<file path="src/rtl/lcd_refresh_pkg.sv">
package lcd_refresh_pkg;

  typedef enum logic [2:0] {
    SH_IDLE,
    SH_FETCH,
    SH_LOAD,
    SH_HIGH,
    SH_LOW
  } shift_state_e;

  // byte address of byte idx inside a row
  function automatic int unsigned byte_addr(int unsigned row, int unsigned idx,
                                            int unsigned per_row);
    return row * per_row + idx;
  endfunction

  // row index that follows row, wrapping after rows-1
  function automatic int unsigned next_row(int unsigned row, int unsigned rows);
    return (row == rows - 1) ? 0 : row + 1;
  endfunction

endpackage

</file>
<file path="src/rtl/lcd_line_timer.sv">
module lcd_line_timer #(
  parameter int LINE_CYCLES = 200000,
  parameter int LP_WIDTH    = 40,
  parameter int ROWS        = 24,
  localparam int CNT_W      = $clog2(LINE_CYCLES),
  localparam int ROW_W      = (ROWS > 1) ? $clog2(ROWS) : 1
) (
  input  logic             clk,
  input  logic             rst_n,
  output logic             line_start,
  output logic             lp,
  output logic [ROW_W-1:0] row_idx
);
  import lcd_refresh_pkg::*;

  logic [CNT_W-1:0] tcnt;
  logic             period_end;

  assign period_end = (tcnt == CNT_W'(LINE_CYCLES - 1));

  always_ff @(posedge clk) begin
    if (!rst_n) begin
      tcnt       <= '0;
      line_start <= 1'b1;
      row_idx    <= '0;
    end else begin
      tcnt       <= period_end ? '0 : tcnt + 1'b1;
      line_start <= period_end;
      if (period_end)
        row_idx <= ROW_W'(next_row(32'(row_idx), ROWS));
    end
  end

  assign lp = (tcnt >= CNT_W'(LINE_CYCLES - LP_WIDTH));

endmodule

</file>
<file path="src/rtl/lcd_row_shifter.sv">
module lcd_row_shifter #(
  parameter int BYTES_PER_ROW = 5,
  parameter int SCP_HALF      = 50,
  parameter int ROW_W         = 5,
  parameter int ADDR_W        = 7,
  localparam int BI_W         = (BYTES_PER_ROW > 1) ? $clog2(BYTES_PER_ROW) : 1,
  localparam int H_W          = (SCP_HALF > 1) ? $clog2(SCP_HALF) : 1
) (
  input  logic              clk,
  input  logic              rst_n,
  input  logic              line_start,
  input  logic [ROW_W-1:0]  row_idx,
  input  logic [7:0]        fb_data,
  output logic              fb_rd,
  output logic [ADDR_W-1:0] fb_addr,
  output logic              din,
  output logic              scp
);
  import lcd_refresh_pkg::*;

  shift_state_e    state;
  logic [BI_W-1:0] byte_idx;
  logic [2:0]      bits_left;
  logic [H_W-1:0]  hcnt;
  logic [6:0]      shreg;
  logic            half_done;
  logic            last_byte;

  assign half_done = (hcnt == H_W'(SCP_HALF - 1));
  assign last_byte = (byte_idx == BI_W'(BYTES_PER_ROW - 1));
  assign fb_rd     = (state == SH_FETCH);
  assign fb_addr   = ADDR_W'(byte_addr(32'(row_idx), 32'(byte_idx), BYTES_PER_ROW));

  always_ff @(posedge clk) begin
    if (!rst_n) begin
      state     <= SH_IDLE;
      byte_idx  <= '0;
      bits_left <= '0;
      hcnt      <= '0;
      shreg     <= '0;
      din       <= 1'b0;
      scp       <= 1'b0;
    end else begin
      unique case (state)
        SH_IDLE: begin
          if (line_start) begin
            byte_idx <= '0;
            state    <= SH_FETCH;
          end
        end
        SH_FETCH: state <= SH_LOAD;
        SH_LOAD: begin
          din       <= fb_data[7];
          shreg     <= fb_data[6:0];
          bits_left <= 3'd7;
          scp       <= 1'b1;
          hcnt      <= '0;
          state     <= SH_HIGH;
        end
        SH_HIGH: begin
          hcnt <= half_done ? '0 : hcnt + 1'b1;
          if (half_done) begin
            scp   <= 1'b0;
            state <= SH_LOW;
          end
        end
        SH_LOW: begin
          hcnt <= half_done ? '0 : hcnt + 1'b1;
          if (half_done) begin
            if (bits_left != 3'd0) begin
              din       <= shreg[6];
              shreg     <= {shreg[5:0], 1'b0};
              bits_left <= bits_left - 3'd1;
              scp       <= 1'b1;
              state     <= SH_HIGH;
            end else if (last_byte) begin
              state <= SH_IDLE;
            end else begin
              byte_idx <= byte_idx + 1'b1;
              state    <= SH_FETCH;
            end
          end
        end
        default: state <= SH_IDLE;
      endcase
    end
  end

endmodule

</file>
<file path="src/rtl/lcd_row_refresh.sv">
module lcd_row_refresh #(
  parameter int ROWS         = 24,
  parameter int BITS_PER_ROW = 40,
  parameter int LINE_CYCLES  = 200000,
  parameter int LP_WIDTH     = 40,
  parameter int SCP_HALF     = 50,
  localparam int BYTES_PER_ROW = BITS_PER_ROW / 8,
  localparam int ROW_W         = (ROWS > 1) ? $clog2(ROWS) : 1,
  localparam int ADDR_W        = $clog2(ROWS * BYTES_PER_ROW)
) (
  input  logic              clk,
  input  logic              rst_n,
  output logic              fb_rd,
  output logic [ADDR_W-1:0] fb_addr,
  input  logic [7:0]        fb_data,
  output logic              lcd_din,
  output logic              lcd_scp,
  output logic              lcd_lp,
  output logic              lcd_flm,
  output logic              frame_start
);

  // internal events brought out for the checker
  logic             line_start;
  logic [ROW_W-1:0] row_idx;
  logic             row_is_first;

  lcd_line_timer #(
    .LINE_CYCLES(LINE_CYCLES),
    .LP_WIDTH   (LP_WIDTH),
    .ROWS       (ROWS)
  ) u_timer (
    .clk       (clk),
    .rst_n     (rst_n),
    .line_start(line_start),
    .lp        (lcd_lp),
    .row_idx   (row_idx)
  );

  lcd_row_shifter #(
    .BYTES_PER_ROW(BYTES_PER_ROW),
    .SCP_HALF     (SCP_HALF),
    .ROW_W        (ROW_W),
    .ADDR_W       (ADDR_W)
  ) u_shift (
    .clk       (clk),
    .rst_n     (rst_n),
    .line_start(line_start),
    .row_idx   (row_idx),
    .fb_data   (fb_data),
    .fb_rd     (fb_rd),
    .fb_addr   (fb_addr),
    .din       (lcd_din),
    .scp       (lcd_scp)
  );

  assign row_is_first = (row_idx == '0);
  assign lcd_flm      = row_is_first;
  assign frame_start  = line_start & row_is_first;

endmodule

</file>
<file path="config.mk">
export PLATFORM = sky130hd
export DESIGN_NAME = lcd_row_refresh
export DESIGN_NICKNAME = d
export VERILOG_FILES = /design/src/rtl/lcd_refresh_pkg.sv /design/src/rtl/lcd_line_timer.sv /design/src/rtl/lcd_row_shifter.sv /design/src/rtl/lcd_row_refresh.sv
export SDC_FILE = /design/constraint.sdc
export NUM_CORES = 1
export LEC_CHECK = 0
export BUFFER_PORTS_ARGS = -buffer_cell sky130_fd_sc_hd__buf_4
export CAP_MARGIN = 20
export CELL_PAD_IN_SITES_DETAIL_PLACEMENT = 0
export CELL_PAD_IN_SITES_GLOBAL_PLACEMENT = 1
export CORE_ASPECT_RATIO = 1.5
export CORE_UTILIZATION = 49
export DETAILED_ROUTE_END_ITERATION = 7
export MAX_ROUTING_LAYER = met4
export PLACE_DENSITY = 0.89
export SKIP_CTS_REPAIR_TIMING = 1
export SYNTH_ARGS = -nofsm -noshare
export SYNTH_HDL_FRONTEND = slang
export SYNTH_HIERARCHICAL = 1
export SYNTH_SLANG_ARGS = --single-unit
</file>
<file path="constraint.sdc">
create_clock -name clk -period 4.9 [get_ports clk]
set_clock_uncertainty 0.2 [all_clocks]
set_input_delay 0.98 -clock clk [delete_from_list [all_inputs] [get_ports clk]]
set_output_delay 0.98 -clock clk [all_outputs]
set_load 0.05 [all_outputs]
</file>
Yosys cells after proc, flatten, opt, wreduce, memory -nomap -nowiden --
Cells that the tools add are included.
Storage, ports and cells: register bits 48, input port bits 10, logic and storage cells 74
Cells by class: add/subtract/negate cells 6, $mul 1, $lt $le $gt $ge 1, equal/unequal tests 14, muxes and demuxes 27, bitwise logic cells 2, reductions and logical operators 13
Operators by type and width (count):
- $mux 3 | 10
- $add 18x1->18 const B | 1
- $eq 18x18->1 const B | 1
- $ge 18x18->1 const B | 1
- $pmux 3 s5 | 1
- $mux 7 | 2
- $pmux 7 s2 | 1
- $pmux 3 s2 | 2
- $pmux 6 s2 | 1
- $add 7x3->7 | 1
- $mul 5x3->7 const B | 1
- $add 6x1->6 const B | 1
- $eq 3x2->1 const B | 2
- $eq 3x3->1 const B | 2
- $eq 6x6->1 const B | 1
- $mux 1 | 6
- $mux 6 | 1
- $ne 2x1->1 const B | 3
- $ne 2x2->1 const B | 3
- $reduce_and 3->1 | 2
- $reduce_bool 2->1 | 3
- $reduce_bool 3->1 | 2
- $add 5x1->5 const B | 1
- $eq 5x5->1 const B | 1
- other kinds (13) | 14

Depth between registers and ports, before layout --
Gate-level depths: netlist of run 1.
depth in word-level cells 5, mapped depth 8

Hierarchy --
The synthesis of run 1 kept the hierarchy.
Modules (own cells, without submodules):
- lcd_row_shifter | times used 1, cells each 199, area an instance 1739.2 um^2, sequential area each 480.5 um^2
- lcd_line_timer | times used 1, cells each 135, area an instance 1158.6 um^2, sequential area each 480.5 um^2
- lcd_row_refresh | times used 1, cells each 3, area an instance 27.5 um^2, sequential area each 0.0 um^2

Least setup slack after synthesis of run 1 --
OpenSTA, ideal clock, no wires.
path type flip-flop to output port, start point register u_timer.row_idx[2], end point output port fb_addr[5], arrival time 2503 ps, path slack 1217 ps, stages on the path, launching flop included 9, cell sequence dfxtp_1 -> ha_1 -> ha_1 -> inv_1 -> fa_1 -> nor2b_1 -> o21ai_0 -> nand2_1 -> xor2_1
Between the ends: cells in the longest elaborated chain, start to end 2
RTL lines:
- start: declaration | line lcd_line_timer.sv:12 | output logic [ROW_W-1:0] row_idx
- start signal: assignment | line lcd_line_timer.sv:30 | row_idx <= ROW_W'(next_row(32'(row_idx), ROWS));
- $mul 5x3->7 | line lcd_refresh_pkg.sv:14 | return row * per_row + idx;
- $add 7x3->7 | line lcd_refresh_pkg.sv:14
- end: declaration | line lcd_row_refresh.sv:14 | output logic [ADDR_W-1:0] fb_addr,
No other way between the ends.

Worst setup path in the final report of run 1 --
Ends and elaborated chain as after synthesis.

==> impl_metrics.py, run 1 <==
metrics = {
    "place": {
        "hpwl_mm": 4.38,
        "portBuffers": 22,
        "pre_cts_ws_ns": 1.50,
        "dp_cells": 415,
        "routabilityCongestion": 0.773,
    },
    "layout": {
        "finalNetCount": 385,
        "fillers": 565,
        "syn_to_final_growth_pct": 9.20,
        "antenna_cells": 0,
        "drive_gt1_share_pct": 13.6,
        "final_core_util_pct": 55.2,
        "fin_cells": 424,
        "layout_commonest_cell": "dfxtp_1",
        "final_cell_mix": "dfxtp_1 (48), nor2_1 (35), buf_4 (23), ha_1 (23), nand3_1 (21)",
    },
    "logic_synthesis": {
        "ys.flop_type": "dfxtp_1",
        "synth.area.mux_share_pct": 2.57,
        "ys_warn_count": 6,
        "netlist_area_um2": 2930,
        "synth_edf_count": 0,
        "synth_cells": 337,
        "syn_area_per_cell_um2": 8.68,
        "synth_top_family_by_area": "simple AND/OR/NAND/NOR gates",
        "synth-xor-area-share_pct": 5.99,
        "synth_fa_ha_area_share_pct": 10.5,
        "async_reset_ff_share_pct": 0,
        "ys_seq_area_share_pct": 32.8,
        "ys_types": 62,
        "synthSimpleGateAreaFrac_pct": 26.5,
        "syn_nets": 371,
        "ys_seq_elements": 48,
        "synth_compound_area_share_pct": 16.1,
    },
    "worst_setup_path": {
        "crit_path_end_kind": "output pin",
        "worstSetupPathType": "reg2out",
        "path_common_cell": "ha_1",
        "critPathSlowestCell": "dfxtp_1",
        "startpoint_type": "register",
        "max_stage_delay_ns": 0.51,
        "required_ns": 3.72,
        "cp_max_fo": 9,
        "crit_chain": "ha_1 -> ha_1 -> inv_1 -> fa_1 -> nor2b_1 -> o21ai_0 -> nand2_1 -> xor2_1 -> buf_4",
        "arrival_ns": 2.58,
    },
    "global_route": {
        "antenna_found_initial": 0,
        "track_usage_pct": 21.6,
        "gr-total-overflow": 0,
        "grt_pass1_wl_mm": 10.6,
        "grt_max_degree": 35,
        "first_global_vias": 2369,
    },
    "route": {
        "viasPerCell": 5.73,
        "wirelength_mm": 6.09,
        "drc": 0,
        "post_drt_wl_per_cell_um": 14.4,
        "num_vias": 2429,
        "drt_iter0_drc": 99,
        "drt_pass1_iterations": 4,
        "postRouteAntennaNets": 0,
    },
    "sta": {
        "setup_viol": 0,
        "timing.final.ws_setup_ns": 1.14,
        "whs_ns": 0.290,
        "slew_viol_final": 0,
        "max_freq_mhz": 266,
        "relSlewSlack_pct": 44.8,
        "finalHoldViolCount": 0,
        "layout_min_cycle_time_ns": 3.76,
        "post-route-period-util_pct": 76.7,
        "timing_worst_slew_pin_value_ns": 0.824,
        "tns_ns": 0,
        "rsz0062_at_grt": "no",
    },
    "clock_tree": {
        "cts_root_buffer": "clkbuf_8",
        "path_clk_slew_ns": 0.09,
        "tritoncts": "yes",
        "numClockSinks": 48,
        "insertion_delay_ns": 0.31,
        "h-tree-depth": 2,
        "cts-buffers-inserted": 5,
        "clockBufferDepth": 2,
    },
    "power": {
        "power.share.clock_pct": 33.4,
        "power_switching_uw": 199,
        "p_leak_uw": 0.00133,
        "power_density_nw_per_um2": 236,
        "p_int_uw": 554,
        "sequentialPowerShare_pct": 55.9,
        "p_comb_share_pct": 10.7,
        "peakVddDrop_v": 0.000150,
        "switching_share_pct": 26.4,
    },
    "floorplanning": {
        "die_area_um2": 6290,
        "ios": 23,
        "core_area_um2": 5790,
        "row_count": 34,
        "die_y_um": 96.6,
        "initial_core_util_pct": 50.6,
        "chipWidth_um": 65.1,
    },
    "worst_hold_path": {
        "hold_class": "reg2reg",
    },
    "run": {
        "drv_cap": 0,
    },
    "outcome": {
        "status": "finished clean",
    },
}
cells by family (layout without fill, tap and decap cells):
group / count (synthesis) / after routing
mux: 7 / 7
buf+inv: 35 / 50
flops: 48 / 48
simple gates: 140 / 140
fa+ha+maj: 24 / 24
xor+xnor: 20 / 20
compound gates: 63 / 63
final timing paths:
check                           from  depth (start not counted)               end  slack [ns]
hold reg to reg      u_timer/tcnt[0]                          1   u_timer/tcnt[0]        0.29
setup reg to reg     u_timer/tcnt[0]                          6  u_timer/tcnt[14]        2.24
setup / recovery  u_timer/row_idx[2]                          9        fb_addr[5]        1.14
hold / removal       u_timer/tcnt[0]                          1   u_timer/tcnt[0]        0.29
flip-flops by register name, summed over array words and instances (netlist names):
register / flops
u_shift/din: 1
u_timer/line_start: 1
u_shift/hcnt: 6
u_shift/scp: 1
u_shift/state: 3
u_shift/bits_left: 3
u_timer/row_idx: 5
u_shift/byte_idx: 3
u_timer/tcnt: 18
u_shift/shreg: 7
worst max-delay path, delay by kind of cell, from the launching register on:
kind	cells	cell delay (ns)
buf+inv	2	0.28
fa+ha+maj	3	1.05
compound gates	1	0.08
flops	1	0.51
simple gates	2	0.22
xor+xnor	1	0.15
routing by layer:
metal | track usage, % | vias up | wire (um)
met5 | - | - | 0
met4 | 7.53 | 0 | 114
met3 | 3.07 | 9 | 96
met2 | 37.6 | 19 | 3330
met1 | 24.7 | 1151 | 2560
li1 | - | 1250 | -
synth_stat cells, types with 8 or more instances:
cell     count  area share (%)
a21oi_1     11             1.9
inv_1       19             2.4
and3_1       8             1.7
ha_1        23             9.8
nand2_1     19             2.4
xnor2_1     14             4.2
dfxtp_1     48              33
nor2_1      35             4.5
nand3_1     21             3.6
nand4_1      8             1.7
power groups by stage:
stage	combinational (uW)	sequential, uW	clock (uW)
6_report	80.9	420	251
2_1_floorplan	61.3	427	0
3_3_place_gp	79.1	429	0
3_5_place_dp	80.7	429	0
5_1_grt	90.4	424	277
4_1_cts	81.0	420	263
area by class of cell:
class / count / area (um2) / share of cell area [%]
multi-input combinational: 254 / 1800 / 56.4
clock inverter: 2 / 13.8 / 0.431
sequential: 48 / 961 / 30.1
timing repair buffer: 23 / 173 / 5.41
inverter: 19 / 71.3 / 2.23
tap: 72 / 90.1 / 2.82
clock buffer: 6 / 82.6 / 2.59
per-stage QoR:
stage / power [uW] / instance area [um2]
after floorplan: 488 / 2930
after global placement: 508 / 3090
after detailed placement: 510 / 3090
after CTS: 764 / 3190
after global routing: 791 / 3190
final: 752 / 3190
(Power assumes the default switching activity.)
==> run 2, diff against run 1 <==
--- a/config.mk
+++ b/config.mk
@@ -10,10 +10,10 @@
 export CELL_PAD_IN_SITES_DETAIL_PLACEMENT = 0
 export CELL_PAD_IN_SITES_GLOBAL_PLACEMENT = 1
 export CORE_ASPECT_RATIO = 1.5
-export CORE_UTILIZATION = 49
+export CORE_UTILIZATION = 41
 export DETAILED_ROUTE_END_ITERATION = 7
 export MAX_ROUTING_LAYER = met4
-export PLACE_DENSITY = 0.89
+export PLACE_DENSITY = 0.8
 export SKIP_CTS_REPAIR_TIMING = 1
 export SYNTH_ARGS = -nofsm -noshare
 export SYNTH_HDL_FRONTEND = slang
==> constraint.sdc (replaced) <==
create_clock -name clk -period 3.2 [get_ports clk]
set_clock_uncertainty 0.2 [all_clocks]
set_input_delay 0.64 -clock clk [delete_from_list [all_inputs] [get_ports clk]]
set_output_delay 0.64 -clock clk [all_outputs]
set_load 0.05 [all_outputs]
==> run 2 against run 1 <==
  * Wire length is 2.3% higher
  * First-iteration DRC count is 4.0% higher
  * Via count is 0.66% higher
  * Critical endpoint unchanged
  * Critical path type unchanged
  * Core utilization is 7.0 points lower
  * Die area is 19% higher
  * Register-to-register slack worse by 1.5 ns
  * Clock power is 56% higher
  * Non-clock buffer count is 1 higher
==> impl_metrics.py, run 2 (synthesis gave the netlist of run 1 again) <==
metrics = {
    "outcome": {
        "status": "finished clean",
    },
    "sta": {
        "layout_min_cycle_time_ns": 3.17,
        "timing_worst_slew_pin_value_ns": 0.725,
        "setup_viol": 0,
        "finalHoldViolCount": 0,
        "post-route-period-util_pct": 99.1,
        "whs_ns": 0.292,
        "relSlewSlack_pct": 51.5,
        "timing.final.ws_setup_ns": 0.0273,
        "max_freq_mhz": 315,
        "slew_viol_final": 0,
    },
    "floorplanning": {
        "die_area_um2": 7480,
        "ios": 23,
        "initial_core_util_pct": 42.4,
        "chipWidth_um": 71.0,
        "core_area_um2": 6900,
        "row_count": 37,
        "die_y_um": 105,
    },
    "place": {
        "routabilityCongestion": 0.820,
        "portBuffers": 22,
        "placed_area_um2": 3130,
        "pre_cts_ws_ns": 0.157,
        "hpwl_mm": 4.43,
    },
    "route": {
        "wirelength_mm": 6.24,
        "drt_pass1_iterations": 4,
        "postRouteAntennaNets": 0,
        "num_vias": 2445,
        "drc": 0,
        "drt_iter0_drc": 103,
        "post_drt_wl_per_cell_um": 14.5,
        "viasPerCell": 5.67,
    },
    "layout": {
        "drive_gt1_share_pct": 18.4,
        "regMostFlops": "u_timer/tcnt",
        "syn_to_final_growth_pct": 13.8,
        "antenna_cells": 0,
        "final_cell_mix": "dfxtp_1 (43), nor2_1 (35), buf_4 (22), nand3_1 (21)",
        "fillers": 646,
        "layout_commonest_cell": "dfxtp_1",
        "finalNetCount": 386,
        "largest_register_ffs": 18,
        "final_area_um2": 3330,
        "multi_input_area_um2": 1900,
        "reg.largest.list": "u_timer/tcnt: 18 flops, u_shift/shreg: 7 flops, u_shift/hcnt: 6 flops",
        "seq_area_um2": 972,
    },
    "worst_hold_path": {
        "min-delay-start": "u_timer/tcnt[0]",
        "hold_class": "reg2reg",
    },
    "worst_setup_path": {
        "startpoint": "u_timer/row_idx[0]",
        "cp_max_fo": 7,
        "max_stage_delay_ns": 0.40,
        "required_ns": 2.36,
        "arrival_ns": 2.33,
        "crit_path_end_kind": "output pin",
        "path_common_cell": "ha_4",
        "crit_chain": "ha_4 -> ha_4 -> inv_1 -> fa_2 -> nor2b_1 -> o21ai_0 -> nand2_1 -> xor2_2 -> buf_6",
        "critPathBufInv": 2,
        "critPathTopFamily": "adder cells",
        "critPathSlowestCell": "fa_2",
        "worstSetupPathType": "reg2out",
        "startpoint_type": "register",
        "reg2reg_setup_slack_ns": 0.70,
        "regToRegStartpoint": "u_timer/tcnt[0]",
    },
    "power": {
        "peakVddDrop_v": 0.000284,
        "power_density_nw_per_um2": 348,
        "p_leak_uw": 0.00134,
    },
    "global_route": {
        "grt_pass1_wl_mm": 10.5,
        "gr-total-overflow": 0,
        "antenna_found_initial": 0,
        "track_usage_pct": 17.8,
        "first_global_vias": 2348,
        "grt_max_degree": 35,
    },
    "clock_tree": {
        "clockBufferDepth": 2,
        "path_clk_slew_ns": 0.09,
        "cts_root_buffer": "clkbuf_8",
        "h-tree-depth": 2,
        "insertion_delay_ns": 0.30,
        "cts-buffers-inserted": 5,
        "numClockSinks": 48,
        "tritoncts": "yes",
    },
    "run": {
        "drv_cap": 0,
    },
}
==> run 2: cell count changes in the layout (fill, tap and decap cells not counted), moves of 3 or more <==
cell,delta
dfxtp_1,-5
dfxtp_2,+3
ha_1,-6
ha_4,+6
==> run 2: path summary, 6_finish.rpt <==
kind / end / depth (start not counted)
hold / removal: u_timer/tcnt[0] / 1
setup reg to reg: u_timer/row_idx[0] / 5
hold reg to reg: u_timer/tcnt[0] / 1
setup / recovery: fb_addr[5] / 9
==> run 2: area by class of cell <==
class / instances / share of cell area, %
timing repair buffer: 24 / 5.64
sequential: 48 / 29.2
inverter: 19 / 2.14
clock buffer: 6 / 2.48
multi-input combinational: 254 / 57.2
clock inverter: 2 / 0.414
tap: 78 / 2.93
==> run 2: report_power, final <==
group | switching (uW) | internal, uW
Clock | 214 | 177
Combinational | 70.6 | 52.3
Sequential | 25.3 | 617
Total | 310 | 846
==> run 2: routing by layer <==
| layer | wire (um) | track usage [%] | vias up |
|---|---|---|---|
| met5 | 0 | - | - |
| met4 | 79 | 5.57 | 0 |
| met3 | 103 | 2.29 | 7 |
| met2 | 3380 | 33.4 | 20 |
| met1 | 2680 | 19.1 | 1167 |
| li1 | - | - | 1251 |
==> run 2: stage by stage <==
step / util [%] / power (uW) / instances / setup TNS (ns)
6_report: 48.2 / 1160 / 431 / 0
3_3_place_gp: 45.3 / 779 / 423 / 0
2_1_floorplan: - / 747 / 337 / 0
5_1_grt: 48.2 / 1220 / 431 / -0.139
4_1_cts: 46.7 / 1180 / 431 / -0.375
3_5_place_dp: 45.3 / 782 / 423 / 0
